`src/rtl/pm_pkg.sv`:
```
package pm_pkg;
  localparam int AW = 8;
  localparam int DW = 8;

  // Byte addresses decoded by the host side
  localparam logic [AW-1:0] A_STATUS = 8'd2;
  localparam logic [AW-1:0] A_FLAGS  = 8'd3;
  localparam logic [AW-1:0] A_MASK   = 8'd4;
  localparam logic [AW-1:0] A_PWRCTL = 8'd93;

  // Power control byte: bit0 = override, bit1 = forced low power
  typedef struct packed {
    logic lp_set;
    logic lp_ovr;
  } pwrctl_t;
endpackage

```
`src/rtl/pm_sync.sv`:
```
module pm_sync #(
  parameter int STAGES = 2,
  parameter int WIDTH = 1,
  parameter logic [WIDTH-1:0] RST_VAL = '1
) (
  input  logic             clk,
  input  logic             rst,
  input  logic [WIDTH-1:0] d,
  output logic [WIDTH-1:0] q
);
  logic [WIDTH-1:0] stg [STAGES];

  always_ff @(posedge clk) begin
    if (rst) begin
      for (int k = 0; k < STAGES; k++) stg[k] <= RST_VAL;
    end else begin
      stg[0] <= d;
      for (int k = 1; k < STAGES; k++) stg[k] <= stg[k-1];
    end
  end

  assign q = stg[STAGES-1];
endmodule

```
`src/rtl/pm_rst_filter.sv`:
```
module pm_rst_filter #(
  parameter int MIN_CYC = 32
) (
  input  logic clk,
  input  logic rst,
  input  logic lvl,   // synchronised pin level, active low
  output logic hold
);
  localparam int CW = $clog2(MIN_CYC + 1);
  localparam logic [CW-1:0] MIN_V = CW'(MIN_CYC);

  logic [CW-1:0] cnt;

  always_ff @(posedge clk) begin
    if (rst)                cnt <= '0;
    else if (lvl)           cnt <= '0;
    else if (cnt != MIN_V)  cnt <= cnt + 1'b1;
  end

  assign hold = (cnt == MIN_V);

  // the reset hold can only follow a sampled low pin level
  p_hold_after_low_r5: assert property (@(posedge clk) disable iff (rst)
    hold |-> $past(!lvl));
endmodule

```
`src/rtl/pm_init_seq.sv`:
```
module pm_init_seq #(
  parameter int INIT_CYC = 250
) (
  input  logic clk,
  input  logic srst,
  input  logic clr_done,
  output logic dnr,
  output logic done
);
  localparam int CW = $clog2(INIT_CYC + 1);
  localparam logic [CW-1:0] INIT_V = CW'(INIT_CYC);

  logic [CW-1:0] icnt;

  always_ff @(posedge clk) begin
    if (srst) begin
      icnt <= INIT_V;
      dnr  <= 1'b1;
      done <= 1'b0;
    end else begin
      if (icnt != '0) icnt <= icnt - 1'b1;
      if (icnt == CW'(1)) begin
        dnr  <= 1'b0;
        done <= 1'b1;
      end else if (clr_done) begin
        done <= 1'b0;
      end
    end
  end

  // ready transition always raises the completion interrupt source
  p_ready_raises_done_r2: assert property (@(posedge clk) disable iff (srst)
    $fell(dnr) |-> done);
endmodule

```
`src/rtl/pm_alarm_bank.sv`:
```
module pm_alarm_bank #(
  parameter int N = 4
) (
  input  logic         clk,
  input  logic         srst,
  input  logic         en,
  input  logic [N-1:0] ev,
  input  logic         clr,
  input  logic [N-1:0] mask,
  output logic [N-1:0] flags,
  output logic         pend
);
  for (genvar i = 0; i < N; i++) begin : g_flag
    always_ff @(posedge clk) begin
      if (srst)              flags[i] <= 1'b0;
      else if (en && ev[i])  flags[i] <= 1'b1;
      else if (clr)          flags[i] <= 1'b0;
    end

    // an enabled event is always latched
    p_event_latched_r9: assert property (@(posedge clk) disable iff (srst)
      (en && ev[i]) |=> flags[i]);
  end

  assign pend = |(flags & ~mask);
endmodule

```
`src/rtl/pm_mgmt_ctrl.sv`:
```
module pm_mgmt_ctrl
  import pm_pkg::*;
#(
  parameter int MIN_RST_CYC = 32,
  parameter int INIT_CYC = 250,
  parameter int N_ALARM = 4,
  parameter int SYNC_STAGES = 2
) (
  input  logic               clk,
  input  logic               rst,
  input  logic               mod_reset_n,
  input  logic               lp_req,
  input  logic               sel_n,
  input  logic               acc_valid,
  input  logic               acc_we,
  input  logic [AW-1:0]      acc_addr,
  input  logic [DW-1:0]      acc_wdata,
  input  logic [N_ALARM-1:0] alarm_ev,
  output logic               rd_valid,
  output logic [DW-1:0]      rd_data,
  output logic               irq_n,
  output logic               hipower
);
  initial assert (N_ALARM >= 1 && N_ALARM <= DW);

  logic [1:0] pins_s;
  logic       rstpin_s, lp_s;
  logic       hold, srst;
  logic       dnr, done, pend;
  logic       acc, rd, wr, clr_flags, clr_done;
  logic [N_ALARM-1:0] mask_q, flags;
  pwrctl_t    pwr_q;
  logic [DW-1:0] rdata_c;
  logic       low_pwr;
  logic       unused_wdata;

  pm_sync #(.STAGES(SYNC_STAGES), .WIDTH(2), .RST_VAL(2'b11)) u_sync (
    .clk(clk), .rst(rst), .d({mod_reset_n, lp_req}), .q(pins_s)
  );
  assign rstpin_s = pins_s[1];
  assign lp_s     = pins_s[0];

  pm_rst_filter #(.MIN_CYC(MIN_RST_CYC)) u_filt (
    .clk(clk), .rst(rst), .lvl(rstpin_s), .hold(hold)
  );

  assign srst = rst | hold;

  // Access decode
  assign acc       = acc_valid & ~sel_n;
  assign rd        = acc & ~acc_we;
  assign wr        = acc & acc_we & ~dnr;
  assign clr_flags = rd & ~dnr & (acc_addr == A_FLAGS);
  assign clr_done  = rd & ~dnr & (acc_addr == A_STATUS);

  pm_init_seq #(.INIT_CYC(INIT_CYC)) u_init (
    .clk(clk), .srst(srst), .clr_done(clr_done), .dnr(dnr), .done(done)
  );

  pm_alarm_bank #(.N(N_ALARM)) u_alarm (
    .clk(clk), .srst(srst), .en(~dnr), .ev(alarm_ev), .clr(clr_flags),
    .mask(mask_q), .flags(flags), .pend(pend)
  );

  // Writable bytes
  always_ff @(posedge clk) begin
    if (srst) begin
      mask_q <= '0;
      pwr_q  <= '0;
    end else if (wr) begin
      if (acc_addr == A_MASK)   mask_q <= acc_wdata[N_ALARM-1:0];
      if (acc_addr == A_PWRCTL) pwr_q  <= pwrctl_t'(acc_wdata[1:0]);
    end
  end
  assign unused_wdata = ^acc_wdata;

  // Read mux: defaults are returned while not ready
  always_comb begin
    rdata_c = '0;
    case (acc_addr)
      A_STATUS: rdata_c[0] = dnr;
      A_FLAGS:  if (!dnr) rdata_c[N_ALARM-1:0] = flags;
      A_MASK:   if (!dnr) rdata_c[N_ALARM-1:0] = mask_q;
      A_PWRCTL: if (!dnr) rdata_c[1:0] = pwr_q;
      default:  rdata_c = '0;
    endcase
  end

  always_ff @(posedge clk) begin
    if (srst) begin
      rd_valid <= 1'b0;
      rd_data  <= '0;
    end else begin
      rd_valid <= rd;
      if (rd) rd_data <= rdata_c;
    end
  end

  // Power mode and interrupt outputs
  assign low_pwr = pwr_q.lp_ovr ? pwr_q.lp_set : lp_s;

  always_ff @(posedge clk) begin
    if (srst) begin
      hipower <= 1'b0;
      irq_n   <= 1'b1;
    end else begin
      hipower <= ~dnr & ~low_pwr;
      irq_n   <= ~(done | pend);
    end
  end

  // unselected accesses never produce read data
  p_unselected_quiet_r7: assert property (@(posedge clk) disable iff (srst)
    (acc_valid && sel_n) |=> !rd_valid);

  // a filtered pin reset leaves the module not ready and quiet
  p_pin_reset_r4: assert property (@(posedge clk) disable iff (rst)
    hold |=> (dnr && !hipower && irq_n));

  // no high power while initialising
  p_no_high_power_init_r8: assert property (@(posedge clk) disable iff (srst)
    dnr |=> !hipower);

  // completion source drives the interrupt pin low
  p_done_irq_r2: assert property (@(posedge clk) disable iff (srst)
    done |=> !irq_n);

  // mask byte is locked while not ready
  p_mask_locked_r6: assert property (@(posedge clk) disable iff (srst)
    dnr |=> $stable(mask_q));
endmodule

```
`config.mk`:
```
export PLATFORM = sky130hd
export DESIGN_NAME = pm_mgmt_ctrl
export DESIGN_NICKNAME = d
export VERILOG_FILES = /design/src/rtl/pm_pkg.sv /design/src/rtl/pm_sync.sv /design/src/rtl/pm_rst_filter.sv /design/src/rtl/pm_init_seq.sv /design/src/rtl/pm_alarm_bank.sv /design/src/rtl/pm_mgmt_ctrl.sv
export SDC_FILE = /design/constraint.sdc
export NUM_CORES = 1
export LEC_CHECK = 0
export BUFFER_PORTS_ARGS = -buffer_cell sky130_fd_sc_hd__buf_2
export CORE_UTILIZATION = 37
export CTS_CLUSTER_DIAMETER = 40
export DETAILED_ROUTE_END_ITERATION = 8
export PLACE_DENSITY_LB_ADDON = 0.2
export SLEW_MARGIN = 20
export SYNTH_ARGS = -nofsm -noshare
export SYNTH_HDL_FRONTEND = slang
export SYNTH_SLANG_ARGS = --single-unit
```
`constraint.sdc`:
```
create_clock -name clk -period 1.9 [get_ports clk]
set_input_delay 0.095 -clock clk [delete_from_list [all_inputs] [get_ports clk]]
set_output_delay 0.095 -clock clk [all_outputs]
set_load 0.005 [all_outputs]
```
==> metrics.yaml, run 1 <==
path_delay_family: "simple AND/OR/NAND/NOR gates"
crit_path_end_kind: "flip-flop"
slew_headroom_pct: 64.2
pin_count: 38
setup_viol: 0
cap_violations: 0
vias: 1375
dp_cells: 264
portBuffers: 29
cts_tree: "built"
crit_required_ps: 2090
final_antenna_net_count: 0
die_h_microns: 69.5
crit_chain: "inv_1 > ha_1 > nor4b_2 > nand2_1 > nand2b_1 > buf_4 > nor4_1"
hold_class: "in -> reg"
cts_buffers: 5
clock_latency_ps: 290
syn_to_final_growth_pct: 20.8
die_w_microns: 69.5
yosysWarnings: 0
synth_top_cells_by_area: "dfxtp_1 44%, mux2i_1 4.2%, nor2_1 3.8%"
critPathMaxStageDelay_ps: 390
wl_per_cell_microns: 12.2
clkSinkCount: 37
clockBufferDepth: 2
cts_max_level: 2
finalCritPeriodShare_pct: 89.1
synth_top_area_share_pct: 43.9
synth_edf_count: 0
start_kind: "flip-flop"
yosysMostFrequentCell: "dfxtp_1"
dieArea_sq_um: 4830
drv_slew: 0
track_usage_pct: 15.2
via_per_inst: 5.02
pre_cts_slack_ps: 155
setup-tns-final_ps: 0
critPathSlowestCell: "dfxtp_1"
antenna_found_initial: 0
worst-path-max-fanout: 12
rsz0062_at_grt: "false"
dr.pass1.iters: 4
hold_violations: 0
diodes: 0
clkSlewWorstSetupHoldPaths_ps: 70
worstMarginPinSlew_ps: 536
start_util_pct: 38.7
status: "finished clean"
root_buffer: "clkbuf_8"
cp_num_buf_inv: 2
finalWirelength_mm: 3.34
yosysSeqAreaShare_pct: 43.9
min_period_ps: 1690
postSynthCellCount: 185
num_rows: 24
synth_top_flop_cell: "dfxtp_1"
grt_pass1_wl_mm: 5.85
yosys_register_bits: 37
ir_drop_uv: 368
async_flop_share_pct: 0
grt_overflow: 0
nets: 252
ys_types: 45
worstPathArrival_ps: 1890
p_per_area_nw_per_um2: 793
fmax_mhz: 591
fin_cells: 274
drive_gt1_share_pct: 24.3
syn_avg_cell_area_sq_um: 9.12
grt_max_degree: 15
remaining_drc_errors: 0
clock_skew_ps: 6.84
place.gp.congestion: 0.751
synth_top_area_cell: "dfxtp_1"
grt_pass1_vias: 1326
p_leak_nw: 0.788
dpl.hpwl_mm: 2.44
setup_ws_ps: 208
timing_worst_setup_path_type: "reg -> reg"
core_area_sq_um: 4350
dr.first_iter.drc_count: 73
synth_commonest_cells: "37 x dfxtp_1, 17 x nor2_1, 12 x nor3_1"
power_w: 0.00162
syn_area_sq_um: 1690
-- final cells by class --
type | count | area (sq um)
clock buffers | 7 | 86.3
clock inverters | 1 | 30.0
fillers | 420 | 2320
inverters | 9 | 33.8
multi-input cells | 131 | 871
flip-flops and latches | 37 | 741
well taps | 52 | 65.1
repair buffers | 37 | 210
-- metrics by stage --
| stage | instance area, sq um | utilization (%) | hold slack [ps] |
|---|---|---|---|
| final | 2040 | 46.8 | 53.0 |
| after global routing | 2040 | 46.8 | 57.3 |
| after CTS | 2030 | 46.6 | 50.0 |
| after detailed placement | 1890 | 43.5 | 280 |
| after global placement | 1890 | 43.5 | 279 |
| after floorplan | 1700 | - | 199 |
-- worst register-to-register path, delay by kind of cell, from the launching register on --
family / cells / cell delay [ps]
adders and majority gates: 1 / 200
buffers and inverters: 2 / 280
DFF: 1 / 390
and+or+nand+nor: 4 / 730
-- kinds of logic (layout without fill, tap and decap cells) --
logic type,after synthesis,in the layout,share of synthesized area [%]
XOR/XNOR,8,8,4.15
adder cells (fa/ha/maj),4,4,2.97
multiplexers,8,8,4.82
AND/OR/NAND/NOR,79,79,27.3
flip-flops,37,37,43.9
other,1,4,0.222
buffers and inverters,20,54,5.49
AO/OA/AOI/OAI,28,28,11.1
-- registers in the layout, indices dropped and copies added, names as in the netlist --
| name | count |
|---|---|
| u_init.dnr | 1 |
| pwr_q | 2 |
| u_alarm.flags | 4 |
| u_filt.cnt | 6 |
| mask_q | 4 |
| rd_valid | 1 |
| hipower | 1 |
| irq_n | 1 |
| rd_data | 4 |
| u_sync.stg | 4 |
| u_init.done | 1 |
| u_init.icnt | 8 |
-- path summary, 6_finish.rpt --
kind	start	to	slack [ps]	cells past startpoint
setup / recovery	u_filt.cnt[0]	rd_data[0]	210	7
hold / removal	acc_wdata[2]	mask_q[2]	50	3
setup reg to reg	u_filt.cnt[0]	rd_data[0]	210	7
hold reg to reg	u_sync.stg[0][1]	u_sync.stg[0][3]	410	1
-- power breakdown --
part | total, W | switching (W) | internal, W
combinational | 0.000114 | 0.0000558 | 0.0000577
clock | 0.000696 | 0.000269 | 0.000428
sequential | 0.000806 | 0.0000144 | 0.000792
total | 0.00162 | 0.000339 | 0.00128
-- cells in the final DEF, fill, tap and decap left out, types with 6 or more instances in the layout --
cell type / instances
dfxtp_1: 37
clkbuf_8: 6
mux2i_1: 7
inv_1: 9
buf_2: 29
nand3_1: 7
nor2_1: 17
a21oi_1: 8
nand2_1: 10
nor3_1: 12
buf_4: 6
-- timing repair --
action	in CTS	in global routing
endpoints found under the hold margin	2	0
hold buffers	2	0
gates resized for setup	0	1
setup buffers	0	0
setup endpoints to repair	0	1
-- per-layer routing --
metal / routed length, microns / up-vias / global-route usage [%]
met5: 0 / - / 0
met4: 51 / 0 / 5.67
met3: 158 / 6 / 4.22
met2: 1510 / 34 / 24.1
met1: 1610 / 618 / 19.8
li1: - / 717 / -
Power figures use the tool's default switching activity.
==> run 2, diff against run 1 <==
==> constraint.sdc (replaced) <==
create_clock -name clk -period 1.7 [get_ports clk]
set_input_delay 0.085 -clock clk [delete_from_list [all_inputs] [get_ports clk]]
set_output_delay 0.085 -clock clk [all_outputs]
set_load 0.005 [all_outputs]
==> run 2 against run 1 <==
Net effect:
- critical path type unchanged
- clock skew rose by 4.5 ps
- combinational power rose by 22%
- sequential share of layout area is 0.48 points lower
- global-route usage shrank 0.18 points
==> metrics.yaml, run 2 (synthesis gave the netlist of run 1 again) <==
grt_max_degree: 16  # was 15
wl_per_cell_microns: 12.2  # about the same
p_switching_w: 0.000376  # was 0.000339 W
hold_class: "in -> reg"  # unchanged
ir_drop_uv: 452  # was 368 uV
fin_area_sq_um: 2060  # was 2040 sq um
dr.first_iter.drc_count: 55  # was 73
remaining_drc_errors: 0  # unchanged
p_leak_nw: 0.807  # was 0.788 nW
top_register: "u_init.icnt"  # unchanged
dpl.hpwl_mm: 2.59  # was 2.44 mm
whs_ps: 48.5  # was 53.0 ps
path_delay_family: "simple AND/OR/NAND/NOR gates"  # unchanged
dieArea_sq_um: 4830  # unchanged
post_dp_cell_area_sq_um: 1950  # was 1890 sq um
p_comb_share_pct: 8.6  # was 7.0%
cap_violations: 0  # unchanged
track_usage_pct: 15.1  # was 15.2%
pwr-share-seq_pct: 55.7  # was 49.9%
num_rows: 24  # unchanged
min_period_ps: 1560  # was 1690 ps
vias: 1392  # was 1375
die_h_microns: 69.5  # unchanged
clkSlewWorstSetupHoldPaths_ps: 70  # about the same
hold_violations: 0  # unchanged
core_area_sq_um: 4350  # unchanged
internal_power_w: 0.00124  # was 0.00128 W
cts_tree: "built"  # unchanged
cts_buffers: 5  # unchanged
clock_skew_ps: 11.3  # was 6.84 ps
drive_gt1_share_pct: 26.8  # was 24.3%
grt_overflow: 0  # unchanged
clockBufferDepth: 2  # unchanged
critPathMaxStageDelay_ps: 510  # was 390 ps
place.gp.congestion: 0.800  # was 0.751
final_common_cell: "dfxtp_1"  # unchanged
p_clk_share_pct: 35.7  # was 43.1%
setup-tns-final_ps: 0  # unchanged
final_antenna_net_count: 0  # unchanged
setup_ws_ps: 140  # was 208 ps
status: "finished clean"  # unchanged
start_kind: "flip-flop"  # unchanged
slew_headroom_pct: 63.1  # was 64.2%
crit_chain: "nor4_1 > and2_1 > mux2_2 > nand2_1"  # was inv_1 > ha_1 > nor4b_2 > nand2_1 > nand2b_1 > buf_4 > nor4_1
cp_num_buf_inv: 0  # was 2
clkSinkCount: 37  # unchanged
start_util_pct: 38.7  # unchanged
grt_pass1_wl_mm: 5.79  # was 5.85 mm
crit_required_ps: 1930  # was 2090 ps
portBuffers: 29  # unchanged
timing_worst_setup_path_type: "reg -> reg"  # unchanged
finalWirelength_mm: 3.40  # was 3.34 mm
setup_viol: 0  # unchanged
worstMarginPinSlew_ps: 553  # was 536 ps
diodes: 0  # unchanged
nets: 258  # was 252
dr.pass1.iters: 4  # unchanged
grt_pass1_vias: 1270  # was 1326
reg.largest.list: "u_init.icnt (8), u_filt.cnt (6)"  # unchanged
root_buffer: "clkbuf_8"  # unchanged
p_sw_share_pct: 23.2  # was 21.0%
final_cell_mix: "37 x dfxtp_1, 29 x buf_2, 17 x nor2_1, 12 x nor3_1, 11 x buf_4"  # was 37 x dfxtp_1, 29 x buf_2, 17 x nor2_1, 12 x nor3_1, 10 x nand2_1
finalCritPeriodShare_pct: 91.8  # was 89.1%
clock_latency_ps: 280  # was 290 ps
crit_path_end_kind: "flip-flop"  # unchanged
rsz0062_at_grt: "false"  # unchanged
via_per_inst: 4.97  # was 5.02
worst-path-max-fanout: 6  # was 12
p_per_area_nw_per_um2: 784  # was 793 nW/um^2
largest_reg_flops: 8  # unchanged
pre_cts_slack_ps: 90.7  # was 155 ps
critPathSlowestCell: "nor4_1"  # was dfxtp_1
worstPathArrival_ps: 1790  # was 1890 ps
pin_count: 38  # unchanged
syn_to_final_growth_pct: 22.4  # was 20.8%
drv_slew: 0  # unchanged
die_w_microns: 69.5  # unchanged
cts_max_level: 2  # unchanged
antenna_found_initial: 0  # unchanged
post-cts-setup-buffers: 0  # unchanged
fmax_mhz: 641  # was 591 MHz
-- run 2: timing repair --
item | CTS | global route
hold buffers | 2 | 0
setup endpoints to repair | 0 | 24
endpoints found under the hold margin | 2 | 0
gates resized for setup | 0 | 2
-- run 2: worst paths after layout --
kind                                  startpoint                to  slack (ps)  cells after the start
worst max register to register    u_init.icnt[4]    u_init.icnt[1]         140                      4
worst min register to register  u_sync.stg[0][0]  u_sync.stg[0][2]         410                      1
worst min-delay path                acc_wdata[2]         mask_q[2]          50                      3
worst max-delay path              u_init.icnt[4]    u_init.icnt[1]         140                      4
-- run 2: routing by layer --
metal	track usage (%)	vias up	share of wire (%)
li1	-	736	-
met1	20.4	623	52
met2	23.0	28	42
met3	4.07	5	4.0
met4	5.44	0	1.5
met5	0	-	0
-- run 2: stage by stage --
step | instances | power [W] | util [%]
after floorplan | 188 | 0.000997 | -
after global placement | 270 | 0.00105 | 44.8
after detailed placement | 270 | 0.00106 | 44.8
after CTS | 280 | 0.00164 | 47.2
after global routing | 280 | 0.00170 | 47.4
final | 280 | 0.00162 | 47.4
-- run 2: power groups by stage --
stage	Sequential, W	Combinational [W]	Clock (W)
final	0.000901	0.000139	0.000579
after global routing	0.000904	0.000154	0.000639
after CTS	0.000901	0.000140	0.000599
after detailed placement	0.000921	0.000136	0
after global placement	0.000920	0.000134	0
after floorplan	0.000918	0.0000791	0
-- run 2: cell type report --
type / instances / area, sq um
inverters: 9 / 33.8
flip-flops and latches: 37 / 741
fillers: 429 / 2290
repair buffers: 43 / 268
clock inverters: 2 / 10.0
multi-input cells: 131 / 875
clock buffers: 6 / 72.6
well taps: 52 / 65.1
-- run 2: tightest hold or removal path, stage by stage --
cell and delay [ps]:
buf_2 80, mux2i_1 60, nor2_1 70
